File: src/rtl/wdown_pkg.sv
package wdown_pkg;

    localparam int HOST_DW    = 32;
    localparam int HOST_BYTES = HOST_DW / 8;
    localparam int OFF_W      = 2;

    typedef enum logic [1:0] {
        ST_IDLE = 2'd0,
        ST_RUN  = 2'd1,
        ST_DONE = 2'd2
    } seq_state_e;

    // Latched host request contents used by the lane datapath
    typedef struct packed {
        logic               wr;
        logic [HOST_DW-1:0] data;
    } req_info_t;

    function automatic int lanes_of(input int per_dw);
        return HOST_DW / per_dw;
    endfunction

    function automatic int sub_total(input int per_dw, input bit split_en);
        return (split_en && lanes_of(per_dw) > 1) ? lanes_of(per_dw) : 1;
    endfunction

    function automatic int byte_shift(input int per_dw);
        return $clog2(per_dw / 8);
    endfunction

endpackage

File: src/rtl/wdown_ctrl.sv
module wdown_ctrl
    import wdown_pkg::*;
#(
    parameter int SUBS = 4
) (
    input  logic       clk,
    input  logic       rst,
    input  logic       host_req,
    input  logic       per_accept,
    output seq_state_e state,
    output logic [1:0] sub_idx,
    output logic       start,
    output logic       take
);

    localparam logic [1:0] LAST_IDX = 2'(SUBS - 1);

    always_comb begin
        start = (state == ST_IDLE) && host_req;
        take  = (state == ST_RUN) && per_accept;
    end

    always_ff @(posedge clk) begin
        if (rst) begin
            state   <= ST_IDLE;
            sub_idx <= '0;
        end else begin
            case (state)
                ST_IDLE: begin
                    sub_idx <= '0;
                    if (host_req) state <= ST_RUN;
                end
                ST_RUN: begin
                    if (per_accept) begin
                        if (sub_idx == LAST_IDX) state <= ST_DONE;
                        else                     sub_idx <= sub_idx + 2'd1;
                    end
                end
                ST_DONE: begin
                    state   <= ST_IDLE;
                    sub_idx <= '0;
                end
                default: state <= ST_IDLE;
            endcase
        end
    end

endmodule

File: src/rtl/wdown_addr_gen.sv
module wdown_addr_gen
    import wdown_pkg::*;
#(
    parameter int AW     = 16,
    parameter int PER_DW = 8,
    parameter bit SPLIT  = 1'b1
) (
    input  logic          clk,
    input  logic          rst,
    input  logic          start,
    input  logic [AW-1:0] host_addr,
    input  logic [1:0]    sub_idx,
    output logic [AW-1:0] per_addr,
    output logic [1:0]    lane
);

    localparam int SH = byte_shift(PER_DW);

    logic [AW-1:0]    base_q;
    logic [OFF_W-1:0] gen_off;

    always_ff @(posedge clk) begin
        if (rst)        base_q <= '0;
        else if (start) base_q <= host_addr;
    end

    always_comb begin
        gen_off  = sub_idx << SH;
        per_addr = SPLIT ? {base_q[AW-1:OFF_W], gen_off} : base_q;
        lane     = SPLIT ? sub_idx : (base_q[OFF_W-1:0] >> SH);
    end

endmodule

File: src/rtl/wdown_lane_steer.sv
module wdown_lane_steer
    import wdown_pkg::*;
#(
    parameter int PER_DW = 8
) (
    input  logic               clk,
    input  logic               rst,
    input  logic               start,
    input  logic               host_wr,
    input  logic [HOST_DW-1:0] host_wdata,
    input  logic               take,
    input  logic [1:0]         lane,
    input  logic [PER_DW-1:0]  per_rdata,
    output logic               per_wr,
    output logic [PER_DW-1:0]  per_wdata,
    output logic [HOST_DW-1:0] host_rdata
);

    localparam int NL = lanes_of(PER_DW);

    req_info_t         cur_q;
    logic [PER_DW-1:0] wr_lane [NL];
    logic [PER_DW-1:0] rd_lane [NL];

    always_ff @(posedge clk) begin
        if (rst)        cur_q <= '0;
        else if (start) cur_q <= '{wr: host_wr, data: host_wdata};
    end

    assign per_wr = cur_q.wr;

    for (genvar g = 0; g < NL; g++) begin : g_lane
        localparam int TOP = HOST_DW - 1 - g * PER_DW;

        assign wr_lane[g] = cur_q.data[TOP -: PER_DW];

        always_ff @(posedge clk) begin
            if (rst || start)
                rd_lane[g] <= '0;
            else if (take && !cur_q.wr && lane == 2'(g))
                rd_lane[g] <= per_rdata;
        end

        assign host_rdata[TOP -: PER_DW] = rd_lane[g];
    end

    always_comb begin
        per_wdata = '0;
        for (int g = 0; g < NL; g++) begin
            if (lane == 2'(g)) per_wdata = per_wdata | wr_lane[g];
        end
    end

endmodule

File: src/rtl/wdown_seq.sv
module wdown_seq
    import wdown_pkg::*;
#(
    parameter int AW       = 16,
    parameter int PER_DW   = 8,
    parameter bit MATCH_EN = 1'b1
) (
    input  logic               clk,
    input  logic               rst,
    input  logic               host_req,
    input  logic               host_wr,
    input  logic [AW-1:0]      host_addr,
    input  logic [HOST_DW-1:0] host_wdata,
    output logic               host_ack,
    output logic [HOST_DW-1:0] host_rdata,
    output logic               per_req,
    output logic               per_wr,
    output logic [AW-1:0]      per_addr,
    output logic [PER_DW-1:0]  per_wdata,
    input  logic [PER_DW-1:0]  per_rdata,
    input  logic               per_accept
);

    localparam int NL    = lanes_of(PER_DW);
    localparam bit SPLIT = MATCH_EN && (NL > 1);
    localparam int SUBS  = sub_total(PER_DW, MATCH_EN);

    if (PER_DW != 8 && PER_DW != 16 && PER_DW != 32) begin : g_bad_width
        $error("wdown_seq: PER_DW must be 8, 16 or 32 (R1)");
    end

    seq_state_e state;
    logic [1:0] sub_idx;
    logic [1:0] lane;
    logic       start;
    logic       take;

    wdown_ctrl #(.SUBS(SUBS)) u_ctrl (
        .clk        (clk),
        .rst        (rst),
        .host_req   (host_req),
        .per_accept (per_accept),
        .state      (state),
        .sub_idx    (sub_idx),
        .start      (start),
        .take       (take)
    );

    wdown_addr_gen #(.AW(AW), .PER_DW(PER_DW), .SPLIT(SPLIT)) u_addr (
        .clk       (clk),
        .rst       (rst),
        .start     (start),
        .host_addr (host_addr),
        .sub_idx   (sub_idx),
        .per_addr  (per_addr),
        .lane      (lane)
    );

    wdown_lane_steer #(.PER_DW(PER_DW)) u_steer (
        .clk        (clk),
        .rst        (rst),
        .start      (start),
        .host_wr    (host_wr),
        .host_wdata (host_wdata),
        .take       (take),
        .lane       (lane),
        .per_rdata  (per_rdata),
        .per_wr     (per_wr),
        .per_wdata  (per_wdata),
        .host_rdata (host_rdata)
    );

    assign per_req  = (state == ST_RUN);
    assign host_ack = (state == ST_DONE);

endmodule

File: config.mk
export PLATFORM = sky130hd
export DESIGN_NAME = wdown_seq
export DESIGN_NICKNAME = d
export VERILOG_FILES = /design/src/rtl/wdown_pkg.sv /design/src/rtl/wdown_ctrl.sv /design/src/rtl/wdown_addr_gen.sv /design/src/rtl/wdown_lane_steer.sv /design/src/rtl/wdown_seq.sv
export SDC_FILE = /design/constraint.sdc
export NUM_CORES = 1
export LEC_CHECK = 0
export BUFFER_PORTS_ARGS = -buffer_cell sky130_fd_sc_hd__buf_2
export CAP_MARGIN = 20
export CORE_MARGIN = 3
export CORE_UTILIZATION = 45
export DETAILED_ROUTE_END_ITERATION = 7
export HOLD_SLACK_MARGIN = 0.08
export PLACE_DENSITY_LB_ADDON = 0.08
export RECOVER_POWER = 50
export SLEW_MARGIN = 0
export SYNTH_ARGS = -nofsm -noshare
export SYNTH_HDL_FRONTEND = slang
export SYNTH_HIERARCHICAL = 1
export SYNTH_SLANG_ARGS = --single-unit
File: constraint.sdc
create_clock -name clk -period 4.76 [get_ports clk]
set_input_delay 0.476 -clock clk [delete_from_list [all_inputs] [get_ports clk]]
set_output_delay 0.476 -clock clk [all_outputs]
set_load 0.01 [all_outputs]
Word-level counts from Yosys, hierarchy flattened --
Memory sizes are Yosys's and may differ from the RTL's. Cells that the tools add are included.
Word-level totals: bits in registers 53, latch bits 0, memory bits (writable) 32, memory bits (read-only) 0, input port bits 61, output and inout port bits 59, word-level logic and storage cells 67, memories 1
Operators by class: add/sub/neg operators 1, $mul 0, div/mod/pow operators 0, $lt $le $gt $ge 0, equal/unequal tests 9, shifts and indexed selects 0, mux-type cells 29, bitwise gates (word level) 7, reduce and logical (&&, ||, !) cells 15
Memory list:
- u_steer.rd_lane | words 4, bits a word 8, rd ports 4, clocked after Yosys merged registers in 0, write ports 4, RTL line wdown_lane_steer.sv:23 | logic [PER_DW-1:0] rd_lane [NL];
Operators with widths (number):
- two-way mux 8 bit | 8
- OR 8 bit | 3
- two-way mux 1 bit | 14
- two-way mux 2 bit | 5
- case mux 2 bit (2 select lines) | 2
- logical AND 1 bit | 7
- == test 2 bit, second input constant | 3
- AND reduction 3 bit | 2
- == test 2 x 1 -> 1 bit, second input constant | 2
- logical NOT 2 bit | 2
- inequality test 2 x 1 -> 1 bit, second input constant | 2
- inequality test 2 bit, second input constant | 2
- OR 1 bit | 4
- adder 2 x 1 -> 2 bit, second input constant | 1
- nonzero test 2 bit | 1
- OR reduction 2 bit | 1
- logical NOT 1 bit | 1
- logical OR 1 bit | 1

Depth between registers and ports, before layout --
Gate-level depths: netlist of run 1.
depth in word-level cells 8, mapped depth 6, gate-level depth less buffers 3

By module --
Netlist of run 1, hierarchy kept.
Modules (own cells, without submodules):
- wdown_lane_steer | instances 1, cells an instance 207, area each 2783.9 sq um, seq. area each 1621.6 sq um
- wdown_addr_gen | instances 1, cells an instance 49, area each 538.0 sq um, seq. area each 280.3 sq um
- wdown_ctrl | instances 1, cells an instance 19, area each 201.4 sq um, seq. area each 80.1 sq um
- wdown_seq | instances 1, cells an instance 2, area each 15.0 sq um, seq. area each 0.0 sq um

Worst setup path after synthesis of run 1 --
No wires, ideal clock.
path type register to register, from register u_ctrl.sub_idx[0], to memory u_steer.rd_lane[3][0], enable pin, setup time 0.384 ns, data arrival time 1.893 ns, data required time 4.376 ns, slack 2.483 ns, stages on the path, launching flop included 6, buffers on the path 3, clock period less this slack 2.277 ns, cells stage by stage dfxtp_1 buf_4 buf_2 buf_4 nand2_1 o21ai_0
RTL lines:
- start, declared | RTL line wdown_ctrl.sv:11 | output logic [1:0] sub_idx,
- start signal, assigned | RTL line wdown_ctrl.sv:36 | else sub_idx <= sub_idx + 2'd1;
- end, declared | RTL line wdown_lane_steer.sv:23

==> impl_metrics.py, run 1 <==
metrics = {
    "run_status": {
        "status": "complete, no violations",
    },
    "floorplanning": {
        "num_rows": 31,
        "fp.dieH_um": 94.7,
        "start_util_pct": 47.5,
        "ios": 120,
        "die_area_um2": 8960,
        "die_x_um": 94.7,
        "coreArea_um2": 7450,
    },
    "clock_network": {
        "cts_tree": "done",
        "cts_setup_buffers": 0,
        "ctsResizeCount": 0,
        "clk_latency_ps": 350,
        "numCtsBuffers": 9,
        "cts_root_buf": "clkbuf_8",
        "htreeDepth": 3,
        "cts_buffer_depth": 2,
        "clkTransAtPathRegs_ps": 80,
        "postCtsHoldBufs": 0,
        "clkSinkCount": 83,
    },
    "timing": {
        "hold_violations": 0,
        "clock.fmax_mhz": 307,
        "rsz0062_at_grt": "false",
        "relSlewSlack_pct": 12.1,
        "setup_viol_count_final": 0,
        "min_period_ps": 3260,
        "fin_crit_sh_pct": 68.4,
        "clock-skew-final_ps": 6.16,
        "tns_ps": 0,
        "tightest_slew_ps": 1320,
        "maxSlewViolCount": 0,
    },
    "place": {
        "gp_congestion": 0.711,
        "io_buffers": 117,
        "dpl.hpwl_um": 5010,
    },
    "worst_setup_path": {
        "cp-end-kind": "register",
        "r2r_cells": 3,
        "cp_max_fo": 23,
        "cp.required_ps": 4740,
        "cp_slowest_stage_delay_ps": 1000,
        "crit_type": "reg -> reg",
        "cp_cell_sequence": "clkbuf_1 -> nand2_1 -> o21ai_0",
        "timing.rr.end": "u_steer/rd_lane[3][6]$_SDFFCE_PN0P_",
        "r2r_start": "u_ctrl/sub_idx[1]$_SDFFE_PP0P_",
        "cp_data_arrival_time_ps": 3230,
        "cp_slowest_cell": "o21ai_0",
        "startpoint_type": "register",
        "r2r_setup_slack_ps": 1500,
    },
    "grt": {
        "grt_pass1_wl_um": 11200,
        "grt_max_degree": 56,
        "grt_usage_pct": 16.7,
        "grt_antenna_before_repair": 0,
        "grt_pass1_vias": 2199,
        "grt.overflow.total": 0,
    },
    "hold_path": {
        "min_from": "host_wdata[11]",
        "hp-class": "in -> reg",
        "min_path_cells": 3,
        "holdPathEnd": "u_steer/wr_lane[11]$_SDFFE_PP0P_",
    },
    "logic_synthesis": {
        "async_reset_ff_share_pct": 0,
        "ys_warn_count": 6,
        "synth_edf_count": 32,
        "synthesis.nets": 339,
        "avgSynthCellArea_um2": 12.8,
        "ys_ff_latch": 83,
        "yosysSeqAreaShare_pct": 56.0,
        "synth_cell_types": 27,
        "synthCells": 277,
        "synthesis.area_um2": 3540,
        "synth_ff_type": "dfxtp_1",
    },
    "job": {
        "maxCapViolCount": 0,
    },
    "layout": {
        "antenna_cells": 0,
        "utilization_pct": 57.5,
        "area_growth_pct": 21.0,
        "nFillCells": 687,
        "layout-drive-gt1-share_pct": 33.6,
        "final_common_cell": "buf_2",
        "fin_nets": 450,
        "mostFrequentLayoutCells": "buf_2 (70), dfxtp_1 (51), clkbuf_1 (50)",
    },
    "power": {
        "p_per_area_nw_per_um2": 347,
        "vdd_ir_drop_max_mv": 0.151,
        "total_leakage_power_nw": 1.72,
    },
    "route": {
        "post_drt_via_cell_ratio": 4.86,
        "vias": 2390,
        "drt_iter0_drc": 93,
        "drc_errors": 0,
        "routedWlPerCell_um": 14.7,
        "postRouteAntennaNets": 0,
        "first_pass_iters": 4,
        "wirelength_um": 7240,
    },
}
==> per-stage QoR <==
| step | cell area (um^2) | power [mW] | std cells | hold slack [ps] | setup WS, ps |
|---|---|---|---|---|---|
| after CTS | 4340 | 1.51 | 490 | 344 | 2160 |
| after detailed placement | 4120 | 0.986 | 474 | 476 | 2260 |
| after global routing | 4280 | 1.55 | 492 | 342 | 1200 |
| after floorplan | 3540 | 0.920 | 277 | 455 | 2480 |
| after global placement | 4110 | 0.981 | 473 | 466 | 2260 |
| final | 4280 | 1.49 | 492 | 351 | 1500 |
==> synthesized netlist by cell type, types with 3 or more instances <==
cell type,instances,area (um^2)
nor2_1,49,184
buf_6,5,56.3
clkbuf_1,6,22.5
edfxtp_1,32,961
buf_4,5,37.5
nand2b_1,3,18.8
mux4_2,8,180
nor4_1,3,18.8
nand3b_1,4,30.0
nor3b_1,3,22.5
o21ai_0,3,15.0
nor4_2,6,75.1
dfxtp_1,51,1020
nor3_2,24,240
mux2i_1,49,490
inv_1,8,30.0
buf_2,8,40.0
==> cell type report <==
cell class / count / area (um^2) / share of cell area (%)
multi-input combinational: 161 / 1350 / 31.5
clock inverter: 2 / 12.5 / 0.292
sequential: 83 / 1980 / 46.3
tap: 99 / 124 / 2.89
timing repair buffer: 125 / 576 / 13.4
inverter: 8 / 30.0 / 0.702
clock buffer: 14 / 206 / 4.82
==> layer usage <==
layer	share of wire (%)	routed length [um]	up-vias	global-route usage (%)
li1	-	-	1198	-
met1	44	3190	1101	21.2
met2	48	3450	79	26.4
met3	6.3	454	12	4.06
met4	2.0	144	0	8.29
met5	0	0	-	0
==> worst max path at each step <==
| stage | startpoint | to | cells after the start |
|---|---|---|---|
| detailed placement | host_req | u_steer/rd_lane[2][3]$_SDFFCE_PN0P_ | 5 |
| floorplan | u_ctrl/sub_idx[0]$_SDFFE_PP0P_ | u_steer/rd_lane[3][0]$_SDFFCE_PN0P_ | 5 |
| CTS | u_ctrl/sub_idx[0]$_SDFFE_PP0P_ | per_wdata[0] | 3 |
| global route | u_ctrl/sub_idx[1]$_SDFFE_PP0P_ | u_steer/rd_lane[3][6]$_SDFFCE_PN0P_ | 3 |
| global placement | host_req | u_steer/rd_lane[2][5]$_SDFFCE_PN0P_ | 5 |
| finish | u_ctrl/sub_idx[1]$_SDFFE_PP0P_ | u_steer/rd_lane[3][6]$_SDFFCE_PN0P_ | 3 |
==> kinds of logic after synthesis <==
family | count (synthesis) | share of synthesized area, %
DFF | 83 | 56.0
and+or+nand+nor | 99 | 18.2
buffers and inverters | 33 | 5.83
AOI/OAI and AO/OA | 4 | 0.636
muxes | 57 | 19.0
adders and majority gates | 1 | 0.354
==> registers in the layout, indices dropped and copies added (netlist names) <==
register and cells:
u_steer/per_wr 1, u_ctrl/state 2, u_steer/wr_lane 32, u_addr/base_q 14, u_ctrl/sub_idx 2, u_steer/rd_lane 32
==> critical path, delay by kind of cell, from the launching register on <==
kind	cells	cell delay [ps]
AOI/OAI and AO/OA	1	1000
buffers and inverters	1	960
and+or+nand+nor	1	610
DFF	1	310
==> report_power, final <==
group	switching [mW]	internal (mW)
clock network	0.242	0.283
registers	0.0192	0.777
logic	0.0920	0.0726
No activity file was read; power rests on OpenSTA's default activity.
==> inputs of run 2 (changes only) <==
- ABC_AREA: default -> 1
- clock period: 4.76 -> 3.31 ns (I/O delays scaled with it)
==> impl_metrics.py, run 2 <==
metrics = {
    "run_status": {
        "status": "complete, no violations",
    },
    "place": {
        "io_buffers": 117,
        "gp_congestion": 0.727,
        "dpl.hpwl_um": 5690,
    },
    "timing": {
        "clock-skew-final_ps": 11.2,
        "maxSlewViolCount": 0,
        "tns_ps": 0,
        "tightest_slew_ps": 1020,
        "relSlewSlack_pct": 31.7,
        "clock.fmax_mhz": 434,
        "min_period_ps": 2300,
        "hold_violations": 0,
        "holdWs_ps": 214,
        "setup_viol_count_final": 0,
        "fin_crit_sh_pct": 69.6,
        "rsz0062_at_grt": "false",
    },
    "hold_path": {
        "min_path_cells": 3,
        "hp-class": "in -> reg",
        "min_from": "host_wdata[5]",
        "holdPathEnd": "u_steer/wr_lane[5]$_SDFFE_PP0P_",
    },
    "route": {
        "vias": 3007,
        "routedWlPerCell_um": 12.2,
        "drc_errors": 0,
        "first_pass_iters": 5,
        "wirelength_um": 8030,
        "postRouteAntennaNets": 0,
        "post_drt_via_cell_ratio": 4.56,
        "drt_iter0_drc": 104,
    },
    "grt": {
        "grt_antenna_before_repair": 0,
        "grt_pass1_vias": 2714,
        "grt_usage_pct": 17.3,
        "grt.overflow.total": 0,
        "grt_max_degree": 50,
        "grt_pass1_wl_um": 12300,
    },
    "worst_setup_path": {
        "crit_start": "u_ctrl/sub_idx[1]$_SDFFE_PP0P_",
        "r2r_start": "u_ctrl/state[0]$_SDFFE_PP0P_",
        "r2r_setup_slack_ps": 1230,
        "timing.rr.end": "u_steer/wr_lane[25]$_SDFFE_PP0P_",
        "cp.required_ps": 2980,
        "cp_max_fo": 14,
        "cp_data_arrival_time_ps": 1970,
        "crit_type": "reg -> out",
        "cp-end-kind": "output port",
        "startpoint_type": "register",
        "r2r_cells": 6,
    },
    "power": {
        "vdd_ir_drop_max_mv": 0.259,
        "total_leakage_power_nw": 2.00,
        "p_per_area_nw_per_um2": 516,
    },
    "clock_network": {
        "cts_root_buf": "clkbuf_8",
        "cts_buffer_depth": 2,
        "htreeDepth": 3,
        "clkSinkCount": 83,
        "cts_setup_buffers": 0,
        "cts_tree": "done",
        "ctsResizeCount": 0,
        "postCtsHoldBufs": 0,
        "numCtsBuffers": 9,
        "clkTransAtPathRegs_ps": 90,
        "clk_latency_ps": 350,
    },
    "logic_synthesis": {
        "avgSynthCellArea_um2": 8.23,
        "synth_edf_count": 32,
        "synthCells": 444,
        "synthesis.area_um2": 3660,
        "ys_ff_latch": 83,
        "synthesis.nets": 506,
        "synth_common_cells": "nand2_1 (141), nor2_1 (60), dfxtp_1 (51), inv_1 (50), a21oi_1 (34)",
        "synth_cell_types": 19,
        "yosysSeqAreaShare_pct": 54.2,
        "yosysMostFrequentCell": "nand2_1",
        "yosysTopAreaCell": "dfxtp_1",
        "async_reset_ff_share_pct": 0,
        "synth_area_leaders": "dfxtp_1 (28%), edfxtp_1 (26%), nand2_1 (14%), nor2_1 (6.2%), inv_1 (5.1%)",
        "synth_ff_type": "dfxtp_1",
        "yosys.area.top_type_share_pct": 27.9,
        "ys_warn_count": 6,
    },
    "layout": {
        "register_area_um2": 1980,
        "nFillCells": 837,
        "layout-drive-gt1-share_pct": 18.3,
        "final_common_cell": "nand2_1",
        "multi_input_area_um2": 1220,
        "area_growth_pct": 17.6,
        "antenna_cells": 0,
        "mostFrequentLayoutCells": "nand2_1 (141), buf_2 (67), nor2_1 (61)",
        "fin_nets": 614,
    },
    "floorplanning": {
        "die_area_um2": 9240,
        "die_x_um": 96.1,
        "fp.dieH_um": 96.1,
        "coreArea_um2": 7810,
        "num_rows": 32,
        "ios": 120,
        "start_util_pct": 46.8,
    },
    "job": {
        "maxCapViolCount": 0,
    },
}
-- run 2: cell types whose count changed after synthesis, sizes merged, moves of 9 or more --
| cell | change |
|---|---|
| nand2 | +141 |
| mux2i | -49 |
| inv | +47 |
| a21oi | +34 |
| nand3 | +31 |
| nor2 | +25 |
| nor3 | -23 |
| nor4 | -9 |
-- run 2: worst max-delay path by stage --
stage / endpoint / slack, ps / depth (start not counted)
floorplan: u_steer/rd_lane[1][0]$_SDFFCE_PN0P_ / 1890 / 6
global placement: u_steer/rd_lane[2][1]$_SDFFCE_PN0P_ / 1510 / 4
detailed placement: u_steer/rd_lane[2][3]$_SDFFCE_PN0P_ / 1510 / 4
CTS: per_wdata[2] / 1230 / 6
global route: per_wdata[6] / 760 / 6
finish: per_wdata[3] / 1010 / 6
-- run 2: per-stage QoR --
stage	instances	total power, mW	area (um^2)	setup WS, ps	util, %
6_report	659	2.22	4300	1010	55.0
4_1_cts	659	2.26	4440	1230	56.8
5_1_grt	659	2.33	4300	757	55.0
2_1_floorplan	444	1.35	3660	1890	-
3_3_place_gp	643	1.45	4210	1510	53.9
3_5_place_dp	643	1.45	4210	1510	53.9
-- run 2: layout make-up --
class	instances	share of cell area, %
Tap cell	102	2.97
Clock buffer	9	2.88
Timing Repair Buffer	120	12.6
Multi-Input combinational cell	283	28.3
Sequential cell	83	46.1
Clock inverter	7	2.33
Inverter	55	4.80
-- run 2: power breakdown --
part | switching, mW | internal [mW]
logic | 0.163 | 0.0900
clock network | 0.381 | 0.430
registers | 0.0293 | 1.12
total | 0.574 | 1.64
-- run 2: routing by layer --
layer,GRT usage (%),part of all wire [%],up-vias
met5,0,0,-
met4,7.23,1.5,0
met3,3.99,7.1,11
met2,29.2,48,98
met1,21.2,43,1314
li1,-,-,1584
-- run 2: logic make-up (layout without fill, tap and decap cells) --
group	count (synthesis)	in the layout	share of synthesized area, %
AND/OR/NAND/NOR	248	248	30.2
AO/OA/AOI/OAI	34	34	4.65
buffers and inverters	78	191	10.6
adder cells (fa/ha/maj)	1	1	0.342
flip-flops	83	83	54.2
-- run 2: critical path, stage by stage, from the launching register on --
cell	delay [ps]
dfxtp_1	630
clkbuf_1	510
nand3_1	170
nand2_1	90
inv_1	40
nand2_1	60
buf_2	120
==> inputs of run 3 (changes only) <==
- clock period: 3.31 -> 2.2 ns (I/O delays scaled with it)
==> impl_metrics.py, run 3 (synthesis gave the netlist of run 2 again) <==
metrics = {
    "worst_setup_path": {
        "startpoint_type": "register",
        "cp-end-kind": "output port",
        "cp_max_fo": 11,
        "crit_type": "reg -> out",
        "cp.required_ps": 1980,
        "cp_data_arrival_time_ps": 1750,
    },
    "layout": {
        "nFillCells": 817,
        "utilization_pct": 55.4,
        "antenna_cells": 0,
        "area_growth_pct": 18.4,
        "fin_nets": 617,
        "layout-drive-gt1-share_pct": 19.8,
        "final_common_cell": "nand2_1",
        "mostFrequentLayoutCells": "nand2_1 (141), buf_2 (68), nor2_1 (60)",
    },
    "power": {
        "power_switching_share_pct": 26.9,
        "power_switching_uw": 871,
        "clockPowerShare_pct": 34.2,
        "vdd_ir_drop_max_mv": 0.293,
        "power_frac_comb_pct": 12.1,
        "power_frac_seq_pct": 53.7,
        "total_leakage_power_nw": 2.02,
        "p_per_area_nw_per_um2": 747,
        "p_int_mw": 2.36,
    },
    "timing": {
        "fin_crit_sh_pct": 89.6,
        "hold_violations": 0,
        "tns_ps": 0,
        "relSlewSlack_pct": 61.9,
        "tightest_slew_ps": 572,
        "holdWs_ps": 115,
        "maxSlewViolCount": 0,
        "setup_viol_count_final": 0,
        "rsz0062_at_grt": "false",
        "clock-skew-final_ps": 5.44,
        "min_period_ps": 1970,
        "clock.fmax_mhz": 507,
    },
    "floorplanning": {
        "die_area_um2": 9240,
        "num_rows": 32,
        "die_x_um": 96.1,
        "fp.dieH_um": 96.1,
        "start_util_pct": 46.8,
        "ios": 120,
        "coreArea_um2": 7810,
    },
    "clock_network": {
        "cts_setup_buffers": 0,
        "clkSinkCount": 83,
        "cts_tree": "done",
        "ctsResizeCount": 0,
        "postCtsHoldBufs": 0,
        "clkTransAtPathRegs_ps": 90,
        "cts_root_buf": "clkbuf_8",
        "htreeDepth": 3,
        "numCtsBuffers": 9,
        "cts_buffer_depth": 2,
        "clk_latency_ps": 340,
    },
    "grt": {
        "grt_pass1_wl_um": 12800,
        "grt_usage_pct": 17.8,
        "grt.overflow.total": 0,
        "grt_max_degree": 34,
        "grt_antenna_before_repair": 0,
        "grt_pass1_vias": 2773,
    },
    "route": {
        "post_drt_via_cell_ratio": 4.59,
        "wirelength_um": 8170,
        "postRouteAntennaNets": 0,
        "drc_errors": 0,
        "routedWlPerCell_um": 12.3,
        "vias": 3039,
        "drt_iter0_drc": 114,
        "first_pass_iters": 4,
    },
    "run_status": {
        "status": "complete, no violations",
    },
    "hold_path": {
        "hp-class": "in -> reg",
    },
    "job": {
        "maxCapViolCount": 0,
    },
    "place": {
        "dpl.hpwl_um": 5930,
        "io_buffers": 117,
        "gp_congestion": 0.755,
    },
}
-- run 3: cell type report --
cell class	count	area, um^2	share of cell area, %
Clock buffer	9	124	2.86
Clock inverter	7	76.3	1.76
Inverter	55	206	4.77
Multi-Input combinational cell	283	1250	28.9
Sequential cell	83	1980	45.8
Tap cell	102	128	2.95
Timing Repair Buffer	123	563	13.0
-- run 3: power groups by stage --
stage	clock network (mW)	logic [mW]	registers, mW
floorplan	0	0.241	1.80
global placement	0	0.411	1.77
detailed placement	0	0.419	1.77
CTS	1.14	0.420	1.74
global route	1.19	0.446	1.75
finish	1.11	0.390	1.74
-- run 3: worst paths after layout --
path | startpoint | endpoint | slack [ps] | cells past startpoint
max | u_ctrl/sub_idx[1]$_SDFFE_PP0P_ | per_wdata[3] | 230 | 6
min | host_wdata[11] | u_steer/wr_lane[11]$_SDFFE_PP0P_ | 120 | 3
max reg2reg | u_ctrl/sub_idx[1]$_SDFFE_PP0P_ | u_steer/rd_lane[2][1]$_SDFFCE_PN0P_ | 340 | 4
min reg2reg | u_steer/wr_lane[29]$_SDFFE_PP0P_ | u_steer/wr_lane[29]$_SDFFE_PP0P_ | 470 | 2
-- run 3: metal layers --
layer / wire [um] / global-route usage, % / share of wire, %
met1: 3540 / 22.3 / 43
met2: 4040 / 30.3 / 49
met3: 506 / 3.75 / 6.2
met4: 89 / 6.40 / 1.1
met5: 0 / 0 / 0
-- run 3: stage by stage --
| step | setup WS, ps | cells | power [mW] | cell area [um^2] |
|---|---|---|---|---|
| after floorplan | 780 | 444 | 2.04 | 3660 |
| after global placement | 420 | 646 | 2.18 | 4230 |
| after detailed placement | 374 | 646 | 2.19 | 4230 |
| after CTS | 202 | 662 | 3.29 | 4430 |
| after global routing | 78.2 | 662 | 3.38 | 4330 |
| final | 229 | 662 | 3.23 | 4330 |
-- run 3: critical path, cell delays in order, from the launching register on --
cell     delay [ps]
dfxtp_1         660
inv_1           300
nand3_1         160
nand2_1          60
inv_1            50
nand2_1          40
buf_2           130
